<file path="src/rtl/mixctl_pkg.sv">
package mixctl_pkg;
    localparam int WORD_W = 8;
    localparam int ATT_W  = 6;

    typedef struct packed {
        logic             mute;
        logic [ATT_W-1:0] att;
        logic             rl;
        logic             rr;
    } chan_t;

    localparam chan_t CHAN_RST = '{mute: 1'b1, att: {ATT_W{1'b1}}, rl: 1'b0, rr: 1'b0};

    function automatic logic gain_mutes(input logic [WORD_W-1:0] w);
        return w[6] | (&w[ATT_W-1:0]);
    endfunction
endpackage

</file>
<file path="src/rtl/mixctl_shift.sv">
module mixctl_shift
    import mixctl_pkg::*;
(
    input  logic              clk,
    input  logic              rst,
    input  logic              ser_clk,
    input  logic              ser_dat,
    input  logic              wr,
    input  logic              ld,
    output logic [WORD_W-1:0] word,
    output logic              word_done,
    output logic              ld_pulse,
    output logic              dout
);
    logic              sclk_q, wr_q, ld_q;
    logic [WORD_W-1:0] sh;

    always_ff @(posedge clk) begin
        if (rst) begin
            sclk_q <= 1'b0;
            wr_q   <= 1'b0;
            ld_q   <= 1'b0;
            sh     <= '0;
        end else begin
            sclk_q <= ser_clk;
            wr_q   <= wr;
            ld_q   <= ld;
            if (wr && ser_clk && !sclk_q)
                sh <= {sh[WORD_W-2:0], ser_dat};
        end
    end

    assign word      = sh;
    assign word_done = wr_q & ~wr;
    assign ld_pulse  = ld & ~ld_q;
    assign dout      = sh[WORD_W-1];
endmodule

</file>
<file path="src/rtl/mixctl_decode.sv">
module mixctl_decode
    import mixctl_pkg::*;
#(
    parameter int NCH  = 8,
    localparam int CH_W = $clog2(NCH)
) (
    input  logic              clk,
    input  logic              rst,
    input  logic [WORD_W-1:0] word,
    input  logic              word_done,
    output logic              gain_we,
    output logic              route_we,
    output logic [CH_W-1:0]   sel_ch
);
    logic sel_route;

    always_ff @(posedge clk) begin
        if (rst) begin
            sel_ch    <= '0;
            sel_route <= 1'b0;
        end else if (word_done && word[WORD_W-1]) begin
            sel_ch    <= word[CH_W-1:0];
            sel_route <= word[3];
        end
    end

    assign gain_we  = word_done & ~word[WORD_W-1] & ~sel_route;
    assign route_we = word_done & ~word[WORD_W-1] &  sel_route;
endmodule

</file>
<file path="src/rtl/mixctl_bank.sv">
module mixctl_bank
    import mixctl_pkg::*;
#(
    parameter int NCH  = 8,
    localparam int CH_W = $clog2(NCH)
) (
    input  logic                clk,
    input  logic                rst,
    input  logic                mode_3w,
    input  logic                gain_we,
    input  logic                route_we,
    input  logic [CH_W-1:0]     sel_ch,
    input  logic [WORD_W-1:0]   word,
    input  logic                ld_pulse,
    output chan_t [NCH-1:0]     act
);
    chan_t [NCH-1:0] shd, shd_nxt;
    logic            commit;

    always_comb begin
        shd_nxt = shd;
        if (gain_we) begin
            shd_nxt[sel_ch].att  = word[ATT_W-1:0];
            shd_nxt[sel_ch].mute = gain_mutes(word);
        end
        if (route_we) begin
            shd_nxt[sel_ch].rl = word[0];
            shd_nxt[sel_ch].rr = word[1];
        end
    end

    assign commit = mode_3w ? (gain_we | route_we) : ld_pulse;

    always_ff @(posedge clk) begin
        if (rst) begin
            shd <= {NCH{CHAN_RST}};
            act <= {NCH{CHAN_RST}};
        end else begin
            shd <= shd_nxt;
            if (commit)
                act <= shd_nxt;
        end
    end
endmodule

</file>
<file path="src/rtl/mixctl_top.sv">
module mixctl_top
    import mixctl_pkg::*;
#(
    parameter int NCH  = 8,
    localparam int CH_W = $clog2(NCH)
) (
    input  logic               clk,
    input  logic               rst,
    input  logic               mode_3w,
    input  logic               ser_clk,
    input  logic               ser_dat,
    input  logic               wr,
    input  logic               ld,
    input  logic               sys_mute,
    output logic [NCH*ATT_W-1:0] atten_o,
    output logic [NCH-1:0]     mute_o,
    output logic [NCH-1:0]     route_l_o,
    output logic [NCH-1:0]     route_r_o,
    output logic               dout
);
    logic [WORD_W-1:0] word;
    logic              word_done, ld_pulse, gain_we, route_we;
    logic [CH_W-1:0]   sel_ch;
    chan_t [NCH-1:0]   act;

    mixctl_shift u_shift (
        .clk(clk), .rst(rst), .ser_clk(ser_clk), .ser_dat(ser_dat), .wr(wr), .ld(ld),
        .word(word), .word_done(word_done), .ld_pulse(ld_pulse), .dout(dout)
    );

    mixctl_decode #(.NCH(NCH)) u_dec (
        .clk(clk), .rst(rst), .word(word), .word_done(word_done),
        .gain_we(gain_we), .route_we(route_we), .sel_ch(sel_ch)
    );

    mixctl_bank #(.NCH(NCH)) u_bank (
        .clk(clk), .rst(rst), .mode_3w(mode_3w), .gain_we(gain_we), .route_we(route_we),
        .sel_ch(sel_ch), .word(word), .ld_pulse(ld_pulse), .act(act)
    );

    for (genvar i = 0; i < NCH; i++) begin : g_out
        assign atten_o[i*ATT_W +: ATT_W] = act[i].att;
        assign mute_o[i]    = act[i].mute | sys_mute;
        assign route_l_o[i] = act[i].rl;
        assign route_r_o[i] = act[i].rr;
    end
endmodule

</file>
<file path="config.mk">
export PLATFORM = sky130hd
export DESIGN_NAME = mixctl_top
export DESIGN_NICKNAME = d
export VERILOG_FILES = /design/src/rtl/mixctl_pkg.sv /design/src/rtl/mixctl_shift.sv /design/src/rtl/mixctl_decode.sv /design/src/rtl/mixctl_bank.sv /design/src/rtl/mixctl_top.sv
export SDC_FILE = /design/constraint.sdc
export NUM_CORES = 1
export LEC_CHECK = 0
export BUFFER_PORTS_ARGS = -buffer_cell sky130_fd_sc_hd__buf_4
export CAP_MARGIN = 20
export CORE_MARGIN = 2
export CORE_UTILIZATION = 53
export DETAILED_ROUTE_END_ITERATION = 12
export MAX_ROUTING_LAYER = met4
export PLACE_DENSITY_LB_ADDON = 0.1
export SKIP_CTS_REPAIR_TIMING = 1
export SLEW_MARGIN = 30
export SYNTH_ARGS = -nofsm -noshare
export SYNTH_HDL_FRONTEND = slang
export SYNTH_HIERARCHICAL = 1
export SYNTH_SLANG_ARGS = --single-unit
</file>
<file path="constraint.sdc">
create_clock -name clk -period 4.8 [get_ports clk]
set_input_delay 0.96 -clock clk [delete_from_list [all_inputs] [get_ports clk]]
set_output_delay 0.96 -clock clk [all_outputs]
set_load 0.05 [all_outputs]
</file>
==> qor.yml, run 1 <==
max-slew-margin-rel: 0.366
startpoint_of_the_worst_register_to_register_path: "u_shift/wr_q"
layout.nets: 639
cellPowerDensity_nw_per_um2: 400
placeableCoreArea_um2: 11300
worst_hold_path.num_cells: 2
cap_viol_max_count: 0
vias_per_cell: 5.50
timing.final.hold_violations: 0
die_height_um: 111
ys_seq_elements: 159
n_antenna_cell: 0
ant_nets: 0
gp_congestion: 0.780
slew_at_the_pin_with_the_worst_max_slew_slack_ns: 0.950
grt_pass1_wl_mm: 21.4
synth_fp_nets: 591
placed_cell_area_um2: 6640
ff_latch_area_um2: 3180
tritoncts: "built"
buffer_depth_of_the_longest_clock_path: 2
syn_inst: 583
cts-buffers-inserted: 17
grt_antenna_before_repair: 0
groute.usage.overall: 0.220
drtIter0Drc: 247
power_uw: 2910
routed-wl-met2_mm: 6.10
mostFrequentLayoutCells: "dfxtp_1 (159), buf_4 (85), mux2i_1 (72)"
placed_cells: 754
drc: 0
drv_slew: 0
ys_async_sr_fraction: 0
dr.max_layer_used: "met4"
hold_path.startpoint: "u_bank/shd[32]"
synth_cell_type_count: 42
vdd_drop_max_mv: 0.212
place_hpwl_mm: 7.97
design_area_um2: 7280
detailroute.via_count: 4326
ys_seq_area_frac: 0.520
critPathLaunch: "wr"
cell_area_after_technology_mapping_um2: 6120
chipWidth_um: 111
num_io_pins: 81
layout_commonest_cell: "dfxtp_1"
drt-total-wl_mm: 12.9
worst-path-max-fanout: 36
placement.io_buffers: 80
setup_violations: 0
post_layout_nonfiller_instances: 787
cts-htree-levels: 4
path_clk_slew_ns: 0.06
clk-insertion-delay-late_ns: 0.41
cellLeakagePower_uw: 0.00316
run_status: "completed"
finalHoldWorstSlack_ns: 0.478
grt_start_max_net_pins: 126
wl_met1_mm: 6.21
fp.dieArea_um2: 12400
route.met3.wl_um: 516
max_freq_mhz: 328
postSynthAreaPerCell_um2: 10.5
yosys_warnings: 6
drive_gt1_frac: 0.213
timing.critical_path.arrival_ns: 3.33
wire_per_inst_um: 16.4
dr.pass1.iters: 5
finClkSkew_ns: 0.00498
synth_enable_flop_cells: 0
timing_worst_setup_path_type: "input port to flip-flop"
grt_setup_unrepaired: "false"
cts_sink_cnt: 159
total_overflow_reported_by_the_global_router: 0
rows: 39
critical_path_required_ns: 5.08
initial_core_util: 0.540
grt_pass1_vias: 4241
multi_input_comb_area_um2: 2630
setup_total_negative_slack_ns: 0
layout_area_growth_over_synthesis_pct: 18.9
fill_cell_total_of_the_finished_layout: 929
postSynth.topFlopCell: "dfxtp_1"
clock_tree.root_cell: "clkbuf_16"
min-delay-path-class: "flip-flop to flip-flop"
final_period_minus_worst_setup_slack_ns: 3.05
timing.final.crit_share: 0.636
reg2reg_path_depth: 8
critPathLaunchType: "input port"
critPathCaptureType: "flip-flop"
## synth_stat cells (10+ instances only)
master,count,share of area
a211oi_1,23,0.028
a21oi_1,21,0.017
nand2b_1,58,0.059
clkbuf_1,26,0.016
nor2_1,64,0.039
dfxtp_1,159,0.52
mux2i_1,72,0.12
nor2b_1,10,0.010
a22oi_1,48,0.059
buf_2,19,0.016
## worst paths after layout
| check | to | slack, ns |
|---|---|---|
| max | u_bank/act[34] | 1.75 |
| min | u_bank/shd[32] | 0.48 |
| max reg2reg | u_bank/act[34] | 2.12 |
| min reg2reg | u_bank/shd[32] | 0.48 |
## critical path, cell delays in order
cell and delay (ns):
buf_4 0.09, and2b_2 0.27, nor3b_1 0.17, buf_4 0.20, or3b_1 0.37, buf_4 0.20
nand2_2 0.56, buf_4 0.38, a22oi_1 0.11
## area by class of cell
cell class | instances | share of cell area
clock inverter | 13 | 0.0224
clock buffer | 19 | 0.0623
timing repair buffer | 87 | 0.0913
multi-input combinational | 366 | 0.362
tap | 143 | 0.0246
sequential | 159 | 0.437
## sequential cells by signal, summed over array words and instances, names as in the netlist
signal,cells
u_dec/sel_ch,3
u_dec/sel_route,1
u_shift/sclk_q,1
u_bank/act,72
u_shift/wr_q,1
u_shift/word,8
u_shift/ld_q,1
u_bank/shd,72
## routing by layer
metal | global-route usage | vias to the layer above
met5 | - | -
met1 | 0.292 | 2077
li1 | - | 2149
met3 | 0.0484 | 8
met2 | 0.343 | 92
met4 | 0.0617 | 0
## metrics by stage
stage                      util  worst slack (ns)
final                     0.643              1.75
after global routing      0.643              1.65
after CTS                 0.641              1.72
after detailed placement  0.587              1.30
after global placement    0.587              1.36
after floorplan               -              2.12
## kinds of logic after synthesis
logic type | share of synthesized area
AND/OR/NAND/NOR | 0.166
flip-flops | 0.520
AO/OA/AOI/OAI | 0.144
multiplexers | 0.118
buffers and inverters | 0.0513
## power by group
part | internal [µW] | switching, µW
registers | 1340 | 11.7
clock network | 847 | 523
logic | 59.5 | 129
No activity file was read; power rests on OpenSTA's default activity.
==> run 2, diff against run 1 <==
Settings changed: ABC_AREA from default to 1, CORE_UTILIZATION 53 to 52.
Clock period 4.8 ns to 2.54 ns, I/O delays scaled along.
==> qor.yml, run 2 <==
cts_sink_cnt: 159
layout_commonest_cell: "nand2_1"
timing.critical_path.arrival_ns: 2.37
ys_seq_elements: 159
tritoncts: "built"
synth_cell_type_count: 28
placement.io_buffers: 80
cts-buffers-inserted: 17
slew_at_the_pin_with_the_worst_max_slew_slack_ns: 0.772
postSynthAreaPerCell_um2: 7.30
postSynth.topFlopCell: "dfxtp_1"
max-slew-margin-rel: 0.483
groute.usage.overall: 0.237
initial_core_util: 0.532
final_util: 0.633
layout_area_growth_over_synthesis_pct: 19.0
cap_viol_max_count: 0
setup_total_negative_slack_ns: 0
buffer_depth_of_the_longest_clock_path: 2
critPathLaunchType: "flip-flop"
drt-total-wl_mm: 14.3
ys_seq_area_frac: 0.498
cell_area_after_technology_mapping_um2: 6390
timing.final.hold_violations: 0
vdd_drop_max_mv: 0.425
n_antenna_cell: 0
setup_violations: 0
critical_path_required_ns: 2.85
timing.final.crit_share: 0.809
path_clk_slew_ns: 0.06
rows: 40
syn_inst: 875
chipWidth_um: 115
grt_antenna_before_repair: 0
placeableCoreArea_um2: 12000
drtIter0Drc: 334
dr.pass1.iters: 5
min-delay-path-class: "input port to flip-flop"
mostFrequentLayoutCells: "nand2_1 (290), dfxtp_1 (159), buf_4 (91)"
clock_tree.root_cell: "clkbuf_16"
synth_fp_nets: 883
synth.top_cells.by_area: "dfxtp_1 (50%), nand2_1 (17%), a21oi_1 (5.6%), inv_1 (5.1%), nand3_1 (4.0%)"
fp.dieArea_um2: 13200
drv_slew: 0
critPathCaptureType: "flip-flop"
finalHoldWorstSlack_ns: 0.310
detailroute.via_count: 5591
clk-insertion-delay-late_ns: 0.43
vias_per_cell: 5.11
wire_per_inst_um: 13.0
finClkSkew_ns: 0.00664
cts-htree-levels: 4
drive_gt1_frac: 0.168
timing_worst_setup_path_type: "flip-flop to flip-flop"
ys_async_sr_fraction: 0
num_io_pins: 81
max_freq_mhz: 487
post-synth-top-area-fraction: 0.498
gp_congestion: 0.805
ant_nets: 0
synth_top_cell_by_area: "dfxtp_1"
worst-path-max-fanout: 36
layout.nets: 946
cellPowerDensity_nw_per_um2: 790
drc: 0
cellLeakagePower_uw: 0.00379
final_period_minus_worst_setup_slack_ns: 2.05
place_hpwl_mm: 9.54
yosys_warnings: 6
synth_enable_flop_cells: 0
grt_setup_unrepaired: "false"
grt_pass1_wl_mm: 23.9
total_overflow_reported_by_the_global_router: 0
yosys.cell_count.top_type: "nand2_1"
grt_pass1_vias: 5145
grt_start_max_net_pins: 53
die_height_um: 115
synth_common_cells: "nand2_1 (291), dfxtp_1 (159), inv_1 (87)"
run_status: "completed"
==> run 2: cell count changes in the layout (fill, tap and decap cells not counted), moves of 10 or more <==
| cell | before | now |
|---|---|---|
| a21oi_1 | 20 | 72 |
| a211oi_1 | 23 | 0 |
| nand2b_1 | 58 | 0 |
| o21ai_2 | 0 | 12 |
| mux2i_1 | 72 | 0 |
| nand2_1 | 1 | 290 |
| nor2b_1 | 10 | 0 |
| a22oi_1 | 48 | 0 |
| nand3_1 | 4 | 51 |
| inv_1 | 0 | 87 |
| o21ai_0 | 0 | 29 |
==> run 2: critical path, stage by stage, from the launching register on <==
cell and delay [ns]:
dfxtp_1 0.31, inv_1 0.04, nor2_1 0.16, inv_1 0.08
nor3_1 0.15, buf_4 0.23, inv_2 0.09, nand3_1 0.13
o21ai_4 0.23, buf_12 0.26, a21oi_1 0.17, nand2_1 0.07
==> run 2: final timing paths <==
kind	from	endpoint	slack, ns	cells past startpoint
worst max-delay path	u_shift/wr_q	u_bank/act[25]	0.49	11
worst min register to register	u_bank/act[41]	u_bank/act[41]	0.47	2
worst min-delay path	ser_dat	u_shift/word[0]	0.31	3
worst max register to register	u_shift/wr_q	u_bank/act[25]	0.49	11
==> run 2: kinds of logic after synthesis <==
group,Yosys count,share of synthesized area
compound gates,130,0.113
buf+inv,143,0.0969
simple gates,443,0.292
flops,159,0.498
==> run 2: routing by layer <==
metal  global-route usage  share of wire  vias up  routed length [µm]
met5                    -              0        -                   0
met4                0.104          0.022        0                 308
met3               0.0480          0.049       29                 701
met2                0.382           0.47      142                6780
met1                0.290           0.46     2550                6500
li1                     -              -     2870                   -
==> run 2: stage by stage <==
step	power, µW	cells	setup WS [ns]	instance area [µm²]
after floorplan	3370	875	0.682	6390
after global placement	3610	1066	0.325	7040
after detailed placement	3630	1066	0.213	7040
after global routing	6220	1095	0.303	7600
after CTS	6050	1095	0.489	7600
final	6010	1095	0.485	7600
==> run 2: final cells by class <==
class                           count  area, µm²
Sequential cell                   159       3180
Tap cell                          147        184
Timing Repair Buffer               93        723
Inverter                           94        353
Clock buffer                       22        474
Fill cell                        1088       4410
Multi-Input combinational cell    573       2600
Clock inverter                      7       87.6
==> run 2: where the power goes <==
| group | switching [µW] | internal [µW] | leakage [µW] |
|---|---|---|---|
| logic | 624 | 250 | 0.00221 |
| registers | 71.8 | 2630 | 0.00131 |
| clock network | 936 | 1500 | 0.000277 |
| total | 1630 | 4370 | 0.00379 |
==> run 3, diff against run 2 <==
Settings changed: CORE_UTILIZATION 52 to 53.
Clock period 2.54 ns to 1.9 ns, I/O delays scaled along.
==> qor.yml, run 3 (synthesis results as in run 2) <==
vias_per_cell: 5.00
layout_commonest_cell: "nand2_1"
layout_area_growth_over_synthesis_pct: 23.8
placeableCoreArea_um2: 11900
finClkSkew_ns: 0.00847
timing.critical_path.arrival_ns: 2.07
clk-insertion-delay-late_ns: 0.43
dr.pass1.iters: 5
initial_core_util: 0.537
drt-total-wl_mm: 14.9
timing.final.hold_violations: 0
drtIter0Drc: 309
grt_pass1_wl_mm: 24.0
num_io_pins: 81
placement.io_buffers: 80
critPathLaunchType: "flip-flop"
post_layout_nonfiller_instances: 1117
groute.usage.overall: 0.243
die_height_um: 114
min-delay-path-class: "input port to flip-flop"
place_hpwl_mm: 9.87
setup_violations: 0
grt_pass1_vias: 5101
total_overflow_reported_by_the_global_router: 0
drc: 0
critical_path_required_ns: 2.22
cellPowerDensity_nw_per_um2: 1070
path_clk_slew_ns: 0.06
finalHoldWorstSlack_ns: 0.184
buffer_depth_of_the_longest_clock_path: 2
cts_sink_cnt: 159
drv_slew: 0
n_antenna_cell: 0
grt_antenna_before_repair: 0
grt_start_max_net_pins: 57
final_period_minus_worst_setup_slack_ns: 1.76
ant_nets: 0
run_status: "completed"
critPathCaptureType: "flip-flop"
slew_at_the_pin_with_the_worst_max_slew_slack_ns: 0.404
max-slew-margin-rel: 0.730
clock_tree.root_cell: "clkbuf_16"
layout.nets: 965
drive_gt1_frac: 0.191
timing.final.crit_share: 0.926
cts-htree-levels: 4
gp_congestion: 0.852
wire_per_inst_um: 13.3
chipWidth_um: 114
cellLeakagePower_uw: 0.00395
vdd_drop_max_mv: 0.629
mostFrequentLayoutCells: "nand2_1 (290), dfxtp_1 (159), buf_4 (103)"
max_freq_mhz: 569
detailroute.via_count: 5580
placed_cells: 1083
fp.dieArea_um2: 13000
worst-path-max-fanout: 13
cap_viol_max_count: 0
cts-buffers-inserted: 17
tritoncts: "built"
timing_worst_setup_path_type: "flip-flop to flip-flop"
rows: 40
power_uw: 8470
## run 3: path summary, 6_finish.rpt
path	end	startpoint	slack, ns	depth (start not counted)
min	u_shift/ld_q	ld	0.18	3
max	u_bank/shd[70]	u_shift/wr_q	0.14	10
max reg2reg	u_bank/shd[70]	u_shift/wr_q	0.14	10
min reg2reg	u_bank/act[41]	u_bank/act[41]	0.46	2
## run 3: through the flow
stage / TNS (ns) / instance area (µm²) / setup slack, ns / utilization
after floorplan: 0 / 6390 / 0.0420 / -
after global placement: -0.630 / 7220 / -0.0525 / 0.606
after detailed placement: -1.60 / 7220 / -0.0787 / 0.606
after CTS: 0 / 7860 / 0.0496 / 0.660
after global routing: -0.0209 / 7910 / -0.0123 / 0.664
final: 0 / 7910 / 0.141 / 0.664
## run 3: layout make-up
| cell class | instances | area, µm² |
|---|---|---|
| flip-flops and latches | 159 | 3180 |
| clock buffers | 22 | 484 |
| repair buffers | 112 | 935 |
| clock inverters | 10 | 156 |
| fillers | 1048 | 4000 |
| well taps | 147 | 184 |
| multi-input cells | 573 | 2620 |
| inverters | 94 | 353 |
## run 3: routing by layer
layer  wire length, µm  global-route usage
met1              6940               0.302
met2              7070               0.388
met3               641              0.0569
met4               237              0.0894
met5                 0                   -
## run 3: report_power, final
group	switching, µW	leakage [µW]	internal (µW)
Combinational	846	0.00233	367
Clock	1320	0.000316	2330
Sequential	94.5	0.00131	3510
## run 3: worst max-delay path: stages (launching register included)
cell     delay, ns
dfxtp_1       0.31
inv_1         0.04
nor2_2        0.12
inv_1         0.09
nor3_2        0.15
buf_4         0.19
nand2_1       0.08
buf_4         0.18
nand2_1       0.06
o21ai_0       0.11
or2_2         0.31
